**config.mk**
```make
export PLATFORM = sky130hd
export DESIGN_NAME = dmaf_engine
export DESIGN_NICKNAME = d
export VERILOG_FILES = /design/src/rtl/dmaf_pkg.sv /design/src/rtl/dmaf_cfg.sv /design/src/rtl/dmaf_sampler.sv /design/src/rtl/dmaf_beat.sv /design/src/rtl/dmaf_fsm.sv /design/src/rtl/dmaf_engine.sv
export SDC_FILE = /design/constraint.sdc
export NUM_CORES = 1
export LEC_CHECK = 0
export BUFFER_PORTS_ARGS = -buffer_cell sky130_fd_sc_hd__buf_2
export CORE_MARGIN = 2
export CORE_UTILIZATION = 32
export CTS_CLUSTER_DIAMETER = 50
export DETAILED_ROUTE_END_ITERATION = 10
export GPL_ROUTABILITY_DRIVEN = 1
export PLACE_DENSITY = 0.58
export SETUP_SLACK_MARGIN = 0.15
export SYNTH_ARGS = -nofsm -noshare
export SYNTH_HDL_FRONTEND = slang
export SYNTH_HIERARCHICAL = 1
export SYNTH_SLANG_ARGS = --single-unit
```
**constraint.sdc**
```tcl
create_clock -name clk -period 4.45 [get_ports clk]
set_input_delay 0.6675 -clock clk [delete_from_list [all_inputs] [get_ports clk]]
set_output_delay 0.6675 -clock clk [all_outputs]
set_load 0.01 [all_outputs]
```
**src/rtl/dmaf_pkg.sv**
```systemverilog
package dmaf_pkg;

    typedef enum logic [2:0] {
        ST_IDLE,
        ST_LEN,
        ST_MOVE,
        ST_HDR0,
        ST_HDR1
    } st_e;

    localparam int          CFG_EN   = 2;
    localparam int          CFG_DIR  = 3;
    localparam int          CFG_AUTO = 4;
    localparam logic [7:0]  CFG_MASK = 8'h1F;

    typedef struct packed {
        logic [7:0] cfg;
        logic       irq;
    } cfg_st_t;

    function automatic logic [3:0] burst_lim(input logic [1:0] sel);
        case (sel)
            2'b00:   burst_lim = 4'd0;
            2'b01:   burst_lim = 4'd3;
            2'b10:   burst_lim = 4'd7;
            default: burst_lim = 4'd15;
        endcase
    endfunction

endpackage

```
**src/rtl/dmaf_cfg.sv**
```systemverilog
module dmaf_cfg
    import dmaf_pkg::*;
(
    input  logic       clk,
    input  logic       rst_n,
    input  logic       cfg_wr,
    input  logic [7:0] cfg_wdata,
    input  logic       eot_done,
    input  logic       eot_rd,
    output logic [7:0] cfg_q,
    output logic       eot_irq
);
    cfg_st_t s_d, s_q;

    always_comb begin
        s_d = s_q;
        if (eot_done && !s_q.cfg[CFG_AUTO])
            s_d.cfg[CFG_EN] = 1'b0;
        if (cfg_wr)
            s_d.cfg = cfg_wdata & CFG_MASK;
        if (eot_rd)
            s_d.irq = 1'b0;
        if (eot_done)
            s_d.irq = 1'b1;
    end

    always_ff @(posedge clk or negedge rst_n) begin
        if (!rst_n) s_q <= '0;
        else        s_q <= s_d;
    end

    assign cfg_q   = s_q.cfg;
    assign eot_irq = s_q.irq;
endmodule

```
**src/rtl/dmaf_sampler.sv**
```systemverilog
module dmaf_sampler (
    input  logic clk,
    input  logic rst_n,
    input  logic dir,
    input  logic dmack_n,
    input  logic rd_n,
    input  logic wr_n,
    input  logic eot_n,
    output logic strb_low,
    output logic strb_edge,
    output logic eot_low,
    output logic eot_hit
);
    typedef struct packed {
        logic rd;
        logic wr;
        logic eot;
    } prev_t;

    prev_t p_d, p_q;

    always_comb begin
        p_d.rd  = rd_n;
        p_d.wr  = wr_n;
        p_d.eot = eot_n;
    end

    always_ff @(posedge clk or negedge rst_n) begin
        if (!rst_n) p_q <= '1;
        else        p_q <= p_d;
    end

    logic sel_n, sel_prev;
    assign sel_n    = dir ? wr_n : rd_n;
    assign sel_prev = dir ? p_q.wr : p_q.rd;

    assign strb_low  = !dmack_n && !sel_n;
    assign strb_edge = strb_low && sel_prev;
    assign eot_low   = !dmack_n && !eot_n;
    assign eot_hit   = eot_low && p_q.eot;
endmodule

```
**src/rtl/dmaf_beat.sv**
```systemverilog
module dmaf_beat
    import dmaf_pkg::*;
(
    input  logic       clk,
    input  logic       rst_n,
    input  logic       clr,
    input  logic       step,
    input  logic [1:0] sel,
    output logic       last
);
    logic [3:0] cnt_d, cnt_q;

    assign last = (cnt_q == burst_lim(sel));

    always_comb begin
        cnt_d = cnt_q;
        if (clr)       cnt_d = '0;
        else if (step) cnt_d = last ? 4'd0 : cnt_q + 4'd1;
    end

    always_ff @(posedge clk or negedge rst_n) begin
        if (!rst_n) cnt_q <= '0;
        else        cnt_q <= cnt_d;
    end
endmodule

```
**src/rtl/dmaf_fsm.sv**
```systemverilog
module dmaf_fsm
    import dmaf_pkg::*;
#(
    parameter int MAX_PKT = 64,
    parameter int AW      = $clog2(MAX_PKT + 2),
    parameter int CW      = $clog2(MAX_PKT + 1)
) (
    input  logic          clk,
    input  logic          rst_n,
    input  logic          en,
    input  logic          dir,
    input  logic          buf_free,
    input  logic          buf_full,
    input  logic [7:0]    buf_rdata,
    input  logic [7:0]    dma_wdata,
    input  logic          strb_low,
    input  logic          strb_edge,
    input  logic          eot_low,
    input  logic          eot_hit,
    input  logic          beat_last,
    output logic          beat_clr,
    output logic          beat_step,
    output logic          eot_done,
    output logic          dmreq,
    output logic [AW-1:0] buf_addr,
    output logic          buf_we,
    output logic [7:0]    buf_wdata,
    output logic          buf_commit,
    output logic          buf_release
);
    typedef struct packed {
        st_e           st;
        logic [CW-1:0] cnt;
        logic [CW-1:0] len;
        logic          hold;
    } fsm_t;

    fsm_t f_d, f_q;

    logic [CW-1:0] cnt_nx;
    logic          pkt_last;
    logic          last_beat;
    logic [CW-1:0] len_in;
    logic          ready;

    assign cnt_nx    = f_q.cnt + 1'b1;
    assign pkt_last  = dir ? (cnt_nx == CW'(MAX_PKT)) : (cnt_nx == f_q.len);
    assign last_beat = beat_last || pkt_last;
    assign len_in    = (buf_rdata > 8'(MAX_PKT)) ? CW'(MAX_PKT) : buf_rdata[CW-1:0];
    assign ready     = dir ? buf_free : 1'b1;

    always_comb begin
        f_d         = f_q;
        beat_clr    = 1'b0;
        beat_step   = 1'b0;
        eot_done    = 1'b0;
        buf_addr    = '0;
        buf_we      = 1'b0;
        buf_wdata   = dma_wdata;
        buf_commit  = 1'b0;
        buf_release = 1'b0;

        case (f_q.st)
            ST_IDLE: begin
                f_d.hold = 1'b0;
                if (en && dir && buf_free) begin
                    f_d.st   = ST_MOVE;
                    f_d.cnt  = '0;
                    beat_clr = 1'b1;
                end else if (en && !dir && buf_full) begin
                    f_d.st = ST_LEN;
                end
            end

            ST_LEN: begin
                buf_addr = AW'(1);
                if (len_in == '0) begin
                    buf_release = 1'b1;
                    f_d.st      = ST_IDLE;
                end else begin
                    f_d.len  = len_in;
                    f_d.cnt  = '0;
                    f_d.st   = ST_MOVE;
                    beat_clr = 1'b1;
                end
            end

            ST_MOVE: begin
                buf_addr = AW'(f_q.cnt) + AW'(2);
                if (!en) begin
                    f_d.st = ST_IDLE;
                end else begin
                    if (f_q.hold && !strb_low)
                        f_d.hold = 1'b0;
                    if (strb_edge) begin
                        beat_step = 1'b1;
                        f_d.cnt   = cnt_nx;
                        buf_we    = dir;
                        if (last_beat)
                            f_d.hold = 1'b1;
                    end
                    eot_done = eot_hit;
                    if (dir) begin
                        if ((strb_edge && pkt_last) ||
                            (eot_hit && (strb_edge || f_q.cnt != '0)))
                            f_d.st = ST_HDR0;
                        else if (eot_hit)
                            f_d.st = ST_IDLE;
                    end else if ((strb_edge && pkt_last) || eot_hit) begin
                        buf_release = 1'b1;
                        f_d.st      = ST_IDLE;
                    end
                end
            end

            ST_HDR0: begin
                buf_addr  = '0;
                buf_we    = 1'b1;
                buf_wdata = 8'h00;
                f_d.st    = ST_HDR1;
            end

            ST_HDR1: begin
                buf_addr   = AW'(1);
                buf_we     = 1'b1;
                buf_wdata  = 8'(f_q.cnt);
                buf_commit = 1'b1;
                f_d.st     = ST_IDLE;
            end

            default: f_d.st = ST_IDLE;
        endcase
    end

    assign dmreq = (f_q.st == ST_MOVE) && en && ready && !f_q.hold &&
                   !(strb_low && last_beat) && !eot_low;

    always_ff @(posedge clk or negedge rst_n) begin
        if (!rst_n) begin
            f_q.st   <= ST_IDLE;
            f_q.cnt  <= '0;
            f_q.len  <= '0;
            f_q.hold <= 1'b0;
        end else begin
            f_q <= f_d;
        end
    end
endmodule

```
**src/rtl/dmaf_engine.sv**
```systemverilog
module dmaf_engine
    import dmaf_pkg::*;
#(
    parameter int MAX_PKT = 64,
    localparam int AW     = $clog2(MAX_PKT + 2),
    localparam int CW     = $clog2(MAX_PKT + 1)
) (
    input  logic          clk,
    input  logic          rst_n,
    input  logic          cfg_wr,
    input  logic [7:0]    cfg_wdata,
    output logic [7:0]    cfg_q,
    input  logic          eot_rd,
    output logic          eot_irq,
    output logic          dmreq,
    input  logic          dmack_n,
    input  logic          eot_n,
    input  logic          rd_n,
    input  logic          wr_n,
    input  logic [7:0]    dma_wdata,
    output logic [7:0]    dma_rdata,
    output logic [AW-1:0] buf_addr,
    output logic          buf_we,
    output logic [7:0]    buf_wdata,
    input  logic [7:0]    buf_rdata,
    input  logic          buf_free,
    input  logic          buf_full,
    output logic          buf_commit,
    output logic          buf_release
);
    logic strb_low, strb_edge, eot_low, eot_hit;
    logic beat_clr, beat_step, beat_last, eot_done;

    dmaf_cfg u_cfg (
        .clk      (clk),
        .rst_n    (rst_n),
        .cfg_wr   (cfg_wr),
        .cfg_wdata(cfg_wdata),
        .eot_done (eot_done),
        .eot_rd   (eot_rd),
        .cfg_q    (cfg_q),
        .eot_irq  (eot_irq)
    );

    dmaf_sampler u_smp (
        .clk      (clk),
        .rst_n    (rst_n),
        .dir      (cfg_q[CFG_DIR]),
        .dmack_n  (dmack_n),
        .rd_n     (rd_n),
        .wr_n     (wr_n),
        .eot_n    (eot_n),
        .strb_low (strb_low),
        .strb_edge(strb_edge),
        .eot_low  (eot_low),
        .eot_hit  (eot_hit)
    );

    dmaf_beat u_beat (
        .clk  (clk),
        .rst_n(rst_n),
        .clr  (beat_clr),
        .step (beat_step),
        .sel  (cfg_q[1:0]),
        .last (beat_last)
    );

    dmaf_fsm #(.MAX_PKT(MAX_PKT), .AW(AW), .CW(CW)) u_fsm (
        .clk        (clk),
        .rst_n      (rst_n),
        .en         (cfg_q[CFG_EN]),
        .dir        (cfg_q[CFG_DIR]),
        .buf_free   (buf_free),
        .buf_full   (buf_full),
        .buf_rdata  (buf_rdata),
        .dma_wdata  (dma_wdata),
        .strb_low   (strb_low),
        .strb_edge  (strb_edge),
        .eot_low    (eot_low),
        .eot_hit    (eot_hit),
        .beat_last  (beat_last),
        .beat_clr   (beat_clr),
        .beat_step  (beat_step),
        .eot_done   (eot_done),
        .dmreq      (dmreq),
        .buf_addr   (buf_addr),
        .buf_we     (buf_we),
        .buf_wdata  (buf_wdata),
        .buf_commit (buf_commit),
        .buf_release(buf_release)
    );

    assign dma_rdata = buf_rdata;
endmodule

```
# After elaboration in Yosys (flattened, before gate mapping)

Index checks and enable logic that the tools add are counted.

Flip-flop bits (word level): 31
Input port bits: 34
Output and inout bits: 36
Word-level logic and storage cells: 129

$add $sub $neg: 3
$lt $le $gt $ge: 1
Eq/ne operators: 16
Mux-type cells: 51
Bitwise operators: 1
Reduce and logical (&&, ||, !) cells: 46

Operator list:

| cell                                                 | count |
|---|---|
| 2-to-1 mux 7 bit                                     | 4 |
| 2-to-1 mux 1 bit                                     | 25 |
| 2-to-1 mux 3 bit                                     | 8 |
| one-hot mux 7 bit (3 select lines)                   | 1 |
| logical AND 1 bit                                    | 18 |
| one-hot mux 8 bit (2 select lines)                   | 1 |
| 2-to-1 mux 14 bit                                    | 1 |
| one-hot mux 7 bit (2 select lines)                   | 1 |
| 2-to-1 mux 4 bit                                     | 3 |
| one-hot mux 3 bit (4 select lines)                   | 1 |
| one-hot mux 4 bit (3 select lines)                   | 1 |
| zero test 1 bit                                      | 9 |
| > comparator 8 x 7 -> 1 bit (second input constant)  | 1 |
| one-hot mux 1 bit (2 select lines)                   | 4 |
| nonzero test 2 bit                                   | 4 |
| adder 7 x 1 -> 7 bit (second input constant)         | 1 |
| adder 7 x 2 -> 7 bit (second input constant)         | 1 |
| equality test 7 bit                                  | 1 |
| equality test 7 bit (second input constant)          | 1 |
| zero test 7 bit                                      | 1 |
| nonzero test 7 bit                                   | 1 |
| equality test 3 x 2 -> 1 bit (second input constant) | 2 |
| != test 5 x 3 -> 1 bit (second input constant)       | 1 |
| AND reduction 5 bit                                  | 1 |
| 19 further kinds                                     | 26 |

# Logic depth before layout (Yosys ltp)

Depth in word-level cells: 11
Mapped depth: 9
Gate-level depth less buffers: 8

# Modules after synthesis

Netlist, hierarchy kept.

By module, submodules not included:

| module       | times used | cells each | area each (sq um) | seq. area each (sq um) |
|---|---|---|---|---|
| dmaf_fsm     | 1          | 176        | 1497.7            | 450.4 |
| dmaf_beat    | 1          | 28         | 279.0             | 100.1 |
| dmaf_cfg     | 1          | 20         | 254.0             | 150.1 |
| dmaf_sampler | 1          | 10         | 126.4             | 78.8 |
| dmaf_engine  | 1          | 8          | 60.1              | 0.0 |

# Worst setup path before layout

No wires, ideal clock.

Path kind: register -> output
From: register u_fsm/f_q[8] (netlist name)
To: output port buf_release
Arrival time: 2.109 ns
Data required time: 3.783 ns
Path slack: 1.674 ns
Stages on the path, launching flop included: 10
Buffers on the path: 1
Path through: dfrtp_1 > buf_2 > inv_1 > ha_1 > xnor2_1 > a31oi_1 > o32ai_1 > or4b_4 > o31ai_1 > a22o_1

Word-level cells in the longest chain between the ends: 9
Elaborated cells on any way between the ends: 10
Classes of those cells: add/sub (1); eq/ne (2); mux (5); reduce/logical (2)

RTL lines:

| element                              | RTL line          | text |
|---|---|---|
| start, declared                      | dmaf_fsm.sv:38    | `fsm_t f_d, f_q;` |
| adder 7 x 1 -> 7 bit *               | dmaf_fsm.sv:46    | `assign cnt_nx = f_q.cnt + 1'b1;` |
| equality test 7 bit                  | dmaf_fsm.sv:47    | `assign pkt_last = dir ? (cnt_nx == CW'(MAX_PKT)) : (cnt_nx == f_q.len);` |
| 2-to-1 mux 1 bit *                   | dmaf_fsm.sv:47    |  |
| logical AND 1 bit *                  | dmaf_fsm.sv:109   | `end else if ((strb_edge && pkt_last) \|\| eot_hit) begin` |
| logical OR 1 bit *                   | dmaf_fsm.sv:109   |  |
| 2-to-1 mux 1 bit *                   | dmaf_fsm.sv:109   |  |
| 2-to-1 mux 1 bit *                   | dmaf_fsm.sv:103   | `if (dir) begin` |
| 2-to-1 mux 1 bit *                   | dmaf_fsm.sv:90    | `if (!en) begin` |
| one-hot mux 1 bit (2 select lines) * | dmaf_fsm.sv:63    | `case (f_q.st)` |
| end, declared                        | dmaf_engine.sv:29 | `output logic buf_release` |

Every way passes the cells marked *; elsewhere a longest branch is shown, timed or not.

# Final worst setup path

Ends and elaborated chain as after synthesis.

==> flow_summary.json <==
{
  "setup_slack_ns": 0.926,
  "portBuffers": 63,
  "avgSynthCellArea_sq_um": 9.16,
  "path_class": "reg2out",
  "max_slew.worst_pin.slew_ns": 0.711,
  "seq_power_share_pct": 45.0,
  "power_frac_clock_pct": 31.5,
  "cp_data_arrival_time_ns": 2.86,
  "fin_skew_ns": 0.00319,
  "grt_pass1_wl_microns": 8640,
  "multi_input_area_sq_mm": 0.00129,
  "cts_tree": "done",
  "die_w_microns": 87.2,
  "async_flop_share_pct": 100,
  "rsz0062_at_grt": "no",
  "worst_ir_drop_vdd_v": 0.000137,
  "slowest_stage": "dfrtp_1",
  "drcViolationCount": 0,
  "postPlaceCellArea_sq_mm": 0.00252,
  "vias": 1959,
  "root_buffer": "clkbuf_8",
  "hold_buffers": 0,
  "seq_area_sq_um": 779,
  "post_cts_buffers": 0,
  "syn_inst": 242,
  "grt_pass1_vias": 1760,
  "synth_ff_type": "dfrtp_1",
  "relSlewSlack_pct": 52.5,
  "vias_per_cell": 5.22,
  "pre_cts_slack_ns": 1.31,
  "fin_crit_sh_pct": 79.2,
  "setup_viol": 0,
  "final_cell_area_sq_mm": 0.00262,
  "dp_hpwl_microns": 3960,
  "cts-htree-levels": 2,
  "num_rows": 30,
  "fmax_mhz": 284,
  "startpoint_type": "flop",
  "ys_seq_area_share_pct": 35.2,
  "drtIter0Drc": 227,
  "cp_max_fo": 11,
  "wire_per_inst_microns": 14.2,
  "syn_area_sq_mm": 0.00222,
  "status": "finished, final reports clean",
  "n_antenna_cell": 0,
  "coreArea_sq_mm": 0.00676,
  "total_power_uw": 779,
  "insertion_delay_ns": 0.28,
  "grt_antenna_before_repair": 0,
  "critPathCaptureType": "output port",
  "clock_path_buffers": 2,
  "grt_max_degree": 32,
  "postCtsResizedCells": 0,
  "firstDrtPassIters": 4,
  "maxSlewViolCount": 0,
  "hold_ws_ns": 0.423,
  "max_stage_delay_ns": 0.56,
  "grt_overflow": 0,
  "final_nets": 332,
  "p_comb_share_pct": 23.5,
  "worstHoldPathType": "in2async",
  "numCtsBuffers": 5,
  "leakage_nw": 1.25,
  "clk_pin_slew_ns": 0.07,
  "crit_chain": "inv_1, ha_1, xnor2_1, a31oi_1, o32ai_1, or4b_4, o31ai_1, a22o_1, buf_2",
  "die_y_microns": 87.2,
  "drive_gt1_share_pct": 34.9,
  "gp_congestion": 0.797,
  "synth-seq-cells": 31,
  "drtAntennaViolNets": 0,
  "crit_required_ns": 3.78,
  "die-area_sq_mm": 0.00761,
  "p_per_area_mw_per_mm2": 298,
  "clock_sinks": 31,
  "n_fill_cell": 701,
  "yosys_warnings": 6,
  "synth_cell_types": 63,
  "max_cap_violations": 0,
  "switching_share_pct": 30.5,
  "hold_viol": 0,
  "worst-path-buf-inv": 2,
  "areaGrowthSynthToFinish_pct": 18.0,
  "p_sw_uw": 238,
  "pin_count": 70,
  "start_util_pct": 32.8,
  "min_period_ns": 3.52,
  "fin_tns_setup_ns": 0,
  "wl_microns": 5340,
  "crit_family": "compound AO/OA/AOI/OAI gates",
  "synth_edf_count": 0,
  "p_int_uw": 541,
  "grt_use_total_pct": 14.6
}
## layer usage
metal | vias up | wire length, microns | global-route usage (%)
met2 | 70 | 2280 | 22.3
met1 | 902 | 2660 | 20.6
li1 | 980 | - | -
met4 | 0 | 79 | 5.03
met3 | 7 | 312 | 2.84
met5 | - | 0 | 0
## path summary, 6_finish.rpt
kind                                     start         endpoint  slack [ns]  depth (start not counted)
max in group asynchronous                rst_n     u_fsm/f_q[7]        3.58                          1
worst max-delay path              u_fsm/f_q[8]      buf_release        0.93                          9
worst min-delay path                     rst_n  u_beat/cnt_q[1]        0.42                          1
worst max register to register  u_cfg/cfg_q[3]    u_fsm/f_q[15]        1.85                          7
min in group clk                 u_cfg/eot_irq    u_cfg/eot_irq        0.49                          1
worst min register to register   u_cfg/eot_irq    u_cfg/eot_irq        0.49                          1
## cell families after synthesis
logic type	after synthesis	synth area share [%]
compound gates	64	22.1
fa+ha+maj	4	2.26
simple gates	92	23.8
mux	8	3.89
flops	31	35.2
buf+inv	29	7.11
xor+xnor	13	5.47
other cells	1	0.169
## Yosys cell counts, drive strengths merged (3+ instances only)
| cell type | count | area [sq um] |
|---|---|---|
| dfrtp | 28 | 701 |
| nand2 | 21 | 78.8 |
| buf | 17 | 113 |
| nor2 | 17 | 66.3 |
| a22o | 16 | 148 |
| o21ai | 16 | 83.8 |
| nand3 | 12 | 65.1 |
| inv | 9 | 33.8 |
| xnor2 | 8 | 77.6 |
| a21oi | 6 | 30.0 |
| mux2 | 5 | 56.3 |
| xor2 | 5 | 43.8 |
| ha | 4 | 50.1 |
| nand2b | 4 | 25.0 |
| nand4 | 4 | 25.0 |
| nor3 | 4 | 20.0 |
| nor3b | 4 | 40.0 |
| o41ai | 4 | 53.8 |
| a31oi | 3 | 18.8 |
| and2 | 3 | 18.8 |
| and3 | 3 | 18.8 |
| clkbuf | 3 | 11.3 |
| dfstp | 3 | 78.8 |
| mux2i | 3 | 30.0 |
| o31ai | 3 | 22.5 |
| or3 | 3 | 23.8 |
## worst reg2reg max path, cell delays in order, from the launching register on
cell     delay (ns)
dfrtp_1        0.54
or3b_1         0.41
a21oi_1        0.37
nand3_2        0.26
inv_1          0.32
nand2_1        0.16
or3_1          0.40
nand3_1        0.08
## sequential cells by signal, summed over array words and instances, names as in the netlist
name / count
u_beat/cnt_q: 4
u_smp/p_q: 3
u_cfg/eot_irq: 1
u_cfg/cfg_q: 5
u_fsm/f_q: 18
## power by group through the flow
stage / clock, mW / combinational [mW] / sequential, mW
2_1_floorplan: 0 / 0.140 / 0.340
3_3_place_gp: 0 / 0.181 / 0.354
3_5_place_dp: 0 / 0.184 / 0.356
4_1_cts: 0.252 / 0.184 / 0.351
5_1_grt: 0.269 / 0.202 / 0.356
6_report: 0.246 / 0.183 / 0.351
## through the flow
step,util [%],instances
floorplan,-,244
global placement,37.2,367
detailed placement,37.2,367
CTS,38.7,375
global route,38.7,375
finish,38.7,375
## cells in the final DEF, fill, tap and decap left out, types with 5 or more instances in the layout
| master | synthesis | layout |
|---|---|---|
| a22o_1 | 10 | 10 |
| nor2_1 | 16 | 16 |
| nand2_1 | 21 | 21 |
| mux2_2 | 5 | 5 |
| a22o_2 | 6 | 6 |
| xnor2_1 | 7 | 7 |
| xor2_1 | 5 | 5 |
| dfrtp_1 | 28 | 28 |
| inv_1 | 9 | 9 |
| nand3_1 | 11 | 11 |
| a21oi_1 | 6 | 6 |
| buf_2 | 6 | 63 |
| clkbuf_8 | 0 | 7 |
| o21ai_0 | 15 | 15 |
## cell type report
cell class | instances | share of cell area (%)
multi-input cells | 184 | 49.2
well taps | 80 | 3.83
clock buffers | 8 | 3.83
inverters | 9 | 1.29
flip-flops and latches | 31 | 29.8
repair buffers | 63 | 12.1
Note: power is estimated with default switching activity, not from simulation.
